===== config.mk =====
export PLATFORM = sky130hd
export DESIGN_NAME = nr_divider
export DESIGN_NICKNAME = d
export VERILOG_FILES = /design/src/rtl/nrd_pkg.sv /design/src/rtl/nrd_csel_adder.sv /design/src/rtl/nrd_operand_prep.sv /design/src/rtl/nrd_seq_ctrl.sv /design/src/rtl/nr_divider.sv
export SDC_FILE = /design/constraint.sdc
export NUM_CORES = 2
export LEC_CHECK = 0
export BUFFER_PORTS_ARGS = -buffer_cell sky130_fd_sc_hd__buf_2
export CORE_MARGIN = 2
export CORE_UTILIZATION = 35
export CTS_CLUSTER_DIAMETER = 30
export DETAILED_ROUTE_END_ITERATION = 6
export GPL_ROUTABILITY_DRIVEN = 0
export PLACE_DENSITY = 0.55
export SLEW_MARGIN = 40
export SYNTH_ARGS = -nofsm -noshare
export SYNTH_HDL_FRONTEND = slang
export SYNTH_SLANG_ARGS = --single-unit

===== constraint.sdc =====
create_clock -name clk -period 5.5 [get_ports clk]
set_clock_uncertainty 0.1 [all_clocks]
set_input_delay 0.55 -clock clk [delete_from_list [all_inputs] [get_ports clk]]
set_output_delay 0.55 -clock clk [all_outputs]
set_load 0.02 [all_outputs]

===== src/rtl/nrd_pkg.sv =====
// Package nrd_pkg
// Shared state encoding for the non-restoring divider. It holds no widths;
// every size comes from the parameters of the modules that import it.
package nrd_pkg;

    // Sequencer states. ST_SHIFT and ST_STEP together form one iteration.
    typedef enum logic [2:0] {
        ST_IDLE  = 3'd0,
        ST_LOAD  = 3'd1,
        ST_INIT  = 3'd2,
        ST_SHIFT = 3'd3,
        ST_STEP  = 3'd4,
        ST_FIX   = 3'd5,
        ST_SIGN  = 3'd6
    } nrd_state_e;

endpackage


===== src/rtl/nrd_csel_adder.sv =====
// Module nrd_csel_adder
// Computes op_a + op_b when sub=0 and op_a - op_b when sub=1.
// It is a carry-select adder: each block of BLK bits precomputes its sum for
// both carry-in values, and the ripple of block carries then picks one.
// Assumes: AW >= 1 and BLK >= 1. The top block may be narrower than BLK, and
// its carry-out is not produced.
module nrd_csel_adder #(
    parameter int unsigned AW  = 66,
    parameter int unsigned BLK = 16
) (
    input  logic [AW-1:0] op_a,
    input  logic [AW-1:0] op_b,
    input  logic          sub,
    output logic [AW-1:0] sum
);
    localparam int unsigned NB = (AW + BLK - 1) / BLK;

    logic [AW-1:0] b_x;
    logic [NB-1:0] blk_cin;

    // Invert the second operand for subtraction; the +1 enters as carry-in.
    assign b_x        = op_b ^ {AW{sub}};
    assign blk_cin[0] = sub;

    for (genvar g = 0; g < NB; g++) begin : g_blk
        localparam int unsigned LO = g * BLK;
        localparam int unsigned BW = ((AW - LO) < BLK) ? (AW - LO) : BLK;

        if (g == NB - 1) begin : g_top
            logic [BW-1:0] s0;
            logic [BW-1:0] s1;
            // Top block: both candidate sums, with no carry-out needed.
            assign s0 = op_a[LO +: BW] + b_x[LO +: BW];
            assign s1 = op_a[LO +: BW] + b_x[LO +: BW] + BW'(1);
            assign sum[LO +: BW] = blk_cin[g] ? s1 : s0;
        end else begin : g_mid
            logic [BW:0] s0;
            logic [BW:0] s1;
            // Inner block: both candidate sums, each with its own carry-out.
            assign s0 = {1'b0, op_a[LO +: BW]} + {1'b0, b_x[LO +: BW]};
            assign s1 = {1'b0, op_a[LO +: BW]} + {1'b0, b_x[LO +: BW]} + (BW+1)'(1);
            assign sum[LO +: BW] = blk_cin[g] ? s1[BW-1:0] : s0[BW-1:0];
            assign blk_cin[g+1]  = blk_cin[g] ? s1[BW] : s0[BW];
        end
    end

endmodule


===== src/rtl/nrd_operand_prep.sv =====
// Module nrd_operand_prep
// Combinational operand conditioning. It picks the active width, converts
// each operand to its magnitude in signed mode, and derives the result sign
// rules and the zero-divisor condition.
// Assumes: W is even. Half-width operands sit in bits [W/2-1:0], and the
// magnitude comes back zero-extended to W bits.
module nrd_operand_prep #(
    parameter int unsigned W = 64
) (
    input  logic [W-1:0] dividend_i,
    input  logic [W-1:0] divisor_i,
    input  logic         signed_i,
    input  logic         wide_i,
    output logic [W-1:0] mag_a_o,
    output logic [W-1:0] mag_b_o,
    output logic         neg_quo_o,
    output logic         neg_rem_o,
    output logic         zero_div_o
);
    localparam int unsigned HW = W / 2;

    logic [1:0][W-1:0] raw;
    logic [1:0][W-1:0] mag;
    logic [1:0]        neg;

    // Index 0 is the dividend and index 1 is the divisor.
    assign raw[0] = dividend_i;
    assign raw[1] = divisor_i;

    for (genvar g = 0; g < 2; g++) begin : g_opnd
        logic [HW-1:0] lo;
        logic [HW-1:0] lo_n;
        assign lo   = raw[g][HW-1:0];
        assign lo_n = (~lo) + HW'(1);
        // An operand is negative only in signed mode, read at the mode's top bit.
        assign neg[g] = signed_i & (wide_i ? raw[g][W-1] : lo[HW-1]);
        // Magnitude of the operand at the selected width.
        assign mag[g] = !neg[g] ? (wide_i ? raw[g] : W'(lo))
                                : (wide_i ? ((~raw[g]) + W'(1)) : W'(lo_n));
    end

    // The result signs follow the operand signs; zero is judged on the magnitude.
    assign mag_a_o    = mag[0];
    assign mag_b_o    = mag[1];
    assign neg_quo_o  = neg[0] ^ neg[1];
    assign neg_rem_o  = neg[0];
    assign zero_div_o = (mag[1] == '0);

endmodule


===== src/rtl/nrd_seq_ctrl.sv =====
// Module nrd_seq_ctrl
// Sequencer for the divider. It steps through operand capture, magnitude
// load, loop setup, two cycles per iteration, remainder correction and sign
// restore. It counts the iterations: W for the wide mode and W/2 for the
// narrow mode.
// Assumes: wide_i and zero_div_i are held stable by the datapath while busy.
module nrd_seq_ctrl
    import nrd_pkg::*;
#(
    parameter int unsigned W = 64
) (
    input  logic       clk,
    input  logic       rst_n,
    input  logic       start_i,
    input  logic       wide_i,
    input  logic       zero_div_i,
    output nrd_state_e state_o,
    output logic       last_o
);
    localparam int unsigned CW = $clog2(W + 1);

    nrd_state_e    state_n;
    logic [CW-1:0] iter_cnt;

    assign last_o = (iter_cnt == CW'(1));

    // Choose the next state from the current state and the loop position.
    always_comb begin
        state_n = state_o;
        case (state_o)
            ST_IDLE:  if (start_i) state_n = ST_LOAD;
            ST_LOAD:  state_n = ST_INIT;
            ST_INIT:  state_n = zero_div_i ? ST_IDLE : ST_SHIFT;
            ST_SHIFT: state_n = ST_STEP;
            ST_STEP:  state_n = last_o ? ST_FIX : ST_SHIFT;
            ST_FIX:   state_n = ST_SIGN;
            ST_SIGN:  state_n = ST_IDLE;
            default:  state_n = ST_IDLE;
        endcase
    end

    // State register with synchronous active-low reset.
    always_ff @(posedge clk) begin
        if (!rst_n) state_o <= ST_IDLE;
        else        state_o <= state_n;
    end

    // Iteration counter: loaded at loop setup, decremented at each add/sub phase.
    always_ff @(posedge clk) begin
        if (!rst_n)                  iter_cnt <= '0;
        else if (state_o == ST_INIT) iter_cnt <= wide_i ? CW'(W) : CW'(W / 2);
        else if (state_o == ST_STEP) iter_cnt <= iter_cnt - CW'(1);
    end

endmodule


===== src/rtl/nr_divider.sv =====
// Module nr_divider (top)
// Sequential non-restoring integer divider with one quotient bit per
// two-cycle iteration. It captures the operands on start, divides their
// magnitudes, corrects a negative final remainder by one add of the divisor,
// then restores signs and extends the results for the half-width mode.
// Assumes: W is even. start_i is ignored unless the block is idle.
module nr_divider
    import nrd_pkg::*;
#(
    parameter int unsigned W        = 64,
    parameter int unsigned CSEL_BLK = 16
) (
    input  logic         clk,
    input  logic         rst_n,
    input  logic         start_i,
    input  logic         signed_i,
    input  logic         wide_i,
    input  logic [W-1:0] dividend_i,
    input  logic [W-1:0] divisor_i,
    output logic [W-1:0] quotient_o,
    output logic [W-1:0] remainder_o,
    output logic         done_o,
    output logic         div_zero_o
);
    localparam int unsigned HW = W / 2;
    localparam int unsigned RW = W + 2;   // partial remainder plus sign and headroom

    nrd_state_e    state;
    logic          last_step;
    logic          busy;
    logic          at_sign;

    logic [W-1:0]  a_q, b_q;
    logic          sgn_q, wide_q;
    logic [W-1:0]  prep_a, prep_b;
    logic          prep_nq, prep_nr, prep_z;
    logic [W-1:0]  mag_a_q, mag_b_q;
    logic          neg_quo_q, neg_rem_q, zero_q;
    logic [RW-1:0] rem_q;
    logic [W-1:0]  quo_q;
    logic [RW-1:0] add_sum;
    logic          add_sub;
    logic [W-1:0]  quo_signed, rem_signed;

    assign busy    = (state != ST_IDLE);
    assign at_sign = (state == ST_SIGN);

    // Narrow results are extended from the half-width value; wide ones pass through.
    function automatic logic [W-1:0] fit_result(input logic [W-1:0] x,
                                                input logic sgn, input logic wide);
        if (wide)     return x;
        else if (sgn) return {{HW{x[HW-1]}}, x[HW-1:0]};
        else          return {{HW{1'b0}}, x[HW-1:0]};
    endfunction

    nrd_seq_ctrl #(.W(W)) u_ctrl (
        .clk        (clk),
        .rst_n      (rst_n),
        .start_i    (start_i),
        .wide_i     (wide_q),
        .zero_div_i (zero_q),
        .state_o    (state),
        .last_o     (last_step)
    );

    nrd_operand_prep #(.W(W)) u_prep (
        .dividend_i (a_q),
        .divisor_i  (b_q),
        .signed_i   (sgn_q),
        .wide_i     (wide_q),
        .mag_a_o    (prep_a),
        .mag_b_o    (prep_b),
        .neg_quo_o  (prep_nq),
        .neg_rem_o  (prep_nr),
        .zero_div_o (prep_z)
    );

    // Subtract when the shifted remainder is non-negative; the correction always adds.
    assign add_sub = (state == ST_STEP) && !rem_q[RW-1];

    nrd_csel_adder #(.AW(RW), .BLK(CSEL_BLK)) u_add (
        .op_a (rem_q),
        .op_b (RW'(mag_b_q)),
        .sub  (add_sub),
        .sum  (add_sum)
    );

    // Capture the raw operands and mode only when an operation is accepted.
    always_ff @(posedge clk) begin
        if (!rst_n) begin
            a_q    <= '0;
            b_q    <= '0;
            sgn_q  <= 1'b0;
            wide_q <= 1'b0;
        end else if (state == ST_IDLE && start_i) begin
            a_q    <= dividend_i;
            b_q    <= divisor_i;
            sgn_q  <= signed_i;
            wide_q <= wide_i;
        end
    end

    // Register the magnitudes and sign rules one cycle after capture.
    always_ff @(posedge clk) begin
        if (!rst_n) begin
            mag_a_q   <= '0;
            mag_b_q   <= '0;
            neg_quo_q <= 1'b0;
            neg_rem_q <= 1'b0;
            zero_q    <= 1'b0;
        end else if (state == ST_LOAD) begin
            mag_a_q   <= prep_a;
            mag_b_q   <= prep_b;
            neg_quo_q <= prep_nq;
            neg_rem_q <= prep_nr;
            zero_q    <= prep_z;
        end
    end

    // Division core: loop setup, shift phase, add/sub phase, final correction.
    always_ff @(posedge clk) begin
        if (!rst_n) begin
            rem_q <= '0;
            quo_q <= '0;
        end else begin
            case (state)
                ST_INIT: begin
                    rem_q <= '0;
                    quo_q <= wide_q ? mag_a_q : (mag_a_q << HW);
                end
                ST_SHIFT: begin
                    rem_q <= {rem_q[RW-2:0], quo_q[W-1]};
                    quo_q <= {quo_q[W-2:0], 1'b0};
                end
                ST_STEP: begin
                    rem_q    <= add_sum;
                    quo_q[0] <= ~add_sum[RW-1];
                end
                ST_FIX: begin
                    if (rem_q[RW-1]) rem_q <= add_sum;
                end
                default: ;
            endcase
        end
    end

    // Apply the result signs to the unsigned quotient and the corrected remainder.
    assign quo_signed = neg_quo_q ? ((~quo_q) + W'(1)) : quo_q;
    assign rem_signed = neg_rem_q ? ((~rem_q[W-1:0]) + W'(1)) : rem_q[W-1:0];

    // Result registers and the completion pulse for both normal and zero-divisor paths.
    always_ff @(posedge clk) begin
        if (!rst_n) begin
            quotient_o  <= '0;
            remainder_o <= '0;
            done_o      <= 1'b0;
            div_zero_o  <= 1'b0;
        end else begin
            done_o <= 1'b0;
            if (state == ST_SIGN) begin
                quotient_o  <= fit_result(quo_signed, sgn_q, wide_q);
                remainder_o <= fit_result(rem_signed, sgn_q, wide_q);
                div_zero_o  <= 1'b0;
                done_o      <= 1'b1;
            end else if (state == ST_INIT && zero_q) begin
                quotient_o  <= fit_result('1, sgn_q, wide_q);
                remainder_o <= fit_result(a_q, sgn_q, wide_q);
                div_zero_o  <= 1'b1;
                done_o      <= 1'b1;
            end
        end
    end

endmodule


==> reports/metrics.yaml <==
die-area_mm2: 0.0935
ys_ff_latch: 531
switching_share: 0.275
path_cells: "nor4b_4 > buf_4 > buf_16 > xor2_1 > ha_1 > fa_1 > a21o_1 > a211o_1 > a32o_1 > nor4_1 > a311o_1 > and4b_1 > nand4_1 > or4_4 > nand2_8 > mux2i_4 > or4b_1 > o211ai_1"
critPathSlowestCell: "or4_4"
pwr-share-seq: 0.302
worst_pin_slew_ns: 0.832
relSlewSlack: 0.441
cts_made_buffers: 137
drt_iter0_drc: 2668
dr.pass1.iters: 7
grt.total_usage: 0.238
setup_ws_ns: 0.220
worst_setup_path_start_kind: "flop"
fin_tns_setup_ns: 0
worstSetupStartpoint: "rem_q[65]"
synth-edff-count: 0
grt.busiest_layer: "met2"
grtUsageMet3: 0.0395
pre_cts_slack_ns: 0.0987
areaGrowthSynthToFinish_pct: 26.8
rr_worst_depth: 18
ys.flop_type: "dfxtp_1"
dp_hpwl_um: 83700
r2r_setup_slack_ns: 0.22
postSynthAreaPerCell_um2: 7.61
htreeDepth: 4
ctsLongestPathBuffers: 3
timing.rr.start: "rem_q[65]"
path_clk_slew_ns: 0.05
grt_pass1_vias: 29700
drive_gt1_frac: 0.140
status: "complete, no violations"
critPathMaxFanout: 20
maxClockFrequency_ghz: 0.189
ios: 263
synth_cell_type_count: 103
synth_cells: 4185
power_density_mw_per_mm2: 347
postSynth.asyncResetShare: 0
numPortBuffers: 262
ant_nets: 0
n_fill_cell: 9034
fin_util: 0.448
drc_errors: 0
cts.sinks: 531
intPower_w: 0.0102
clock_latency_ns: 0.75
viasPerCell: 5.49
die_y_um: 306
worstSetupEndpoint: "rem_q[56]"
leakage_nw: 16.4
grt_max_degree: 143
worstPathArrival_ns: 5.81
grt_pass1_wl_um: 176000
combPwrFrac: 0.111
gr-usage-met1: 0.315
cts_tree: "yes"
seq_area_frac_synth: 0.334
rows: 110
hold_violations: 0
start_util: 0.353
worstSetupEndpointType: "flop"
fin_crit_sh: 0.960
required_ns: 6.03
ys_warn_count: 0
num-nets-final: 4696
antenna_found_initial: 2
grt-ovfl-total: 0
synth_fp_nets: 4398
maxCapViolations: 0
syn_area_mm2: 0.0319
vdd_drop_max_uv: 413
holdCritPathClass: "in2reg"
r2r_end: "rem_q[56]"
pwr-share-clk: 0.587
die_w_um: 306
rsz0062_at_grt: "false"
use_met2: 0.381
core_area_mm2: 0.0901
wirelength_um: 115000
detail_route.wl_per_cell_um: 19.9
finalSetupViolations: 0
worstSetupPathType: "reg2reg"
cts-root-buf: "clkbuf_16"
layout_min_cycle_time_ns: 5.28
p_switching_w: 0.00386
vias: 31700
drv_slew: 0
slowest_delay_ns: 0.51
worst min-delay path by stage:
stage / from / endpoint / slack, ns / cells after the start
after floorplan: b_q[63] / b_q[63] / 0.34 / 2
after global placement: remainder_o[56] / remainder_o[56] / 0.32 / 2
after detailed placement: remainder_o[59] / remainder_o[59] / 0.33 / 2
after CTS: dividend_i[36] / a_q[36] / 0.003 / 3
after global routing: dividend_i[19] / a_q[19] / 0.02 / 3
final: dividend_i[62] / a_q[62] / 0.03 / 3
layout by cell type, fill, tap and decap left out, types with 26 or more instances in the layout:
cell	instances
nor4_1	42
buf_4	65
xnor2_1	180
nand4_1	34
clkbuf_16	139
o22ai_1	38
nor3_1	84
a211oi_1	75
mux2i_1	35
nand2_1	697
a222oi_1	32
a21o_1	28
buf_2	261
o31ai_1	72
dlygate4sd3_1	120
a311oi_1	66
o21ai_0	174
inv_1	62
nand3_1	102
xor2_1	199
clkbuf_1	26
nor2_1	396
a22oi_1	58
a21oi_1	406
and3_1	27
dfxtp_1	527
and2_1	36
or3_1	42
ha_1	76
o211ai_1	53
layout make-up:
class / count / area, um2 / share of cell area
diodes: 1 / 2.50 / 0.0000619
clock buffers: 188 / 3880 / 0.0960
inverters: 66 / 260 / 0.00644
flip-flops and latches: 531 / 10600 / 0.263
multi-input cells: 3291 / 20000 / 0.495
repair buffers: 456 / 3180 / 0.0787
clock inverters: 59 / 960 / 0.0237
well taps: 1176 / 1470 / 0.0364
registers in the layout, indices dropped and copies added, names as in the netlist, 3 cells and up:
register and flops:
remainder_o 64, u_ctrl.iter_cnt 7, mag_b_q 64, a_q 64, u_ctrl.state_o 3, rem_q 66, mag_a_q 64, b_q 64
quo_q 64, quotient_o 64
worst max-delay path: cells and delay by family (launching register included):
family,cells,cell delay [ns]
and+or+nand+nor,7,2.08
AOI/OAI and AO/OA,5,1.12
adders and majority gates,2,0.64
buffers and inverters,2,0.43
DFF,1,0.38
muxes,1,0.33
xor gates and xnor gates,1,0.10
cell usage after synthesis, types with 21 or more instances:
cell      instances  area (um2)
clkbuf_1        265         995
or3_1            42         263
nor2_1          403        1510
a21o_1           28         210
o21ai_0         174         871
nor4_1           44         275
dfxtp_1         531       10600
mux2i_1          35         350
a22oi_1          58         435
nand3_1         103         515
xnor2_1         180        1580
o31ai_1          72         541
o22ai_1          38         238
a211oi_1         76         571
a21oi_1         407        2040
ha_1             76         951
buf_1            25        93.8
a222oi_1         32         320
o211ai_1         53         398
inv_1            62         233
and3_1           30         188
nor3_1           89         445
and2_1           35         219
nand2b_1         24         150
a311oi_1         66         578
o41ai_1          24         210
a31oi_1          23         144
nand4_1          34         213
or4_1            21         158
xor2_1          199        1740
nand2_1         701        2630
kinds of logic after synthesis:
kind of cell,count (synthesis),share of synthesized area
xor+xnor,381,0.106
fa+ha+maj,80,0.0324
simple gates,1613,0.229
flops,531,0.334
compound gates,1176,0.243
mux,41,0.0135
buf+inv,363,0.0432
what timing repair did:
action                     in CTS  in global routing
resized for setup               0                  9
hold endpoints to repair      120                  0
setup endpoints to repair       0                 10
hold buffers                  120                  0
setup buffers                   0                  2
per-layer routing:
layer	routed length, um	part of all wire
met2	52500	0.46
met5	13	0.00011
met4	4190	0.037
met3	6370	0.056
met1	51500	0.45
power groups by stage:
stage	logic, W	clock network [W]	registers, W
after floorplan	0.00106	0	0.00419
after global routing	0.00171	0.00856	0.00425
after global placement	0.00146	0	0.00430
after CTS	0.00154	0.00834	0.00423
final	0.00155	0.00823	0.00424
after detailed placement	0.00147	0	0.00430
stage by stage:
step	instance area, um2	total power [W]	hold WS [ns]	instances
6_report	40400	0.0140	0.0324	5768
5_1_grt	40400	0.0145	0.0166	5768
4_1_cts	40300	0.0141	0.00305	5763
3_5_place_dp	34200	0.00577	0.333	5396
3_3_place_gp	34200	0.00575	0.324	5394
2_1_floorplan	31900	0.00525	0.336	4185
Note: power is estimated with default switching activity, not from simulation.
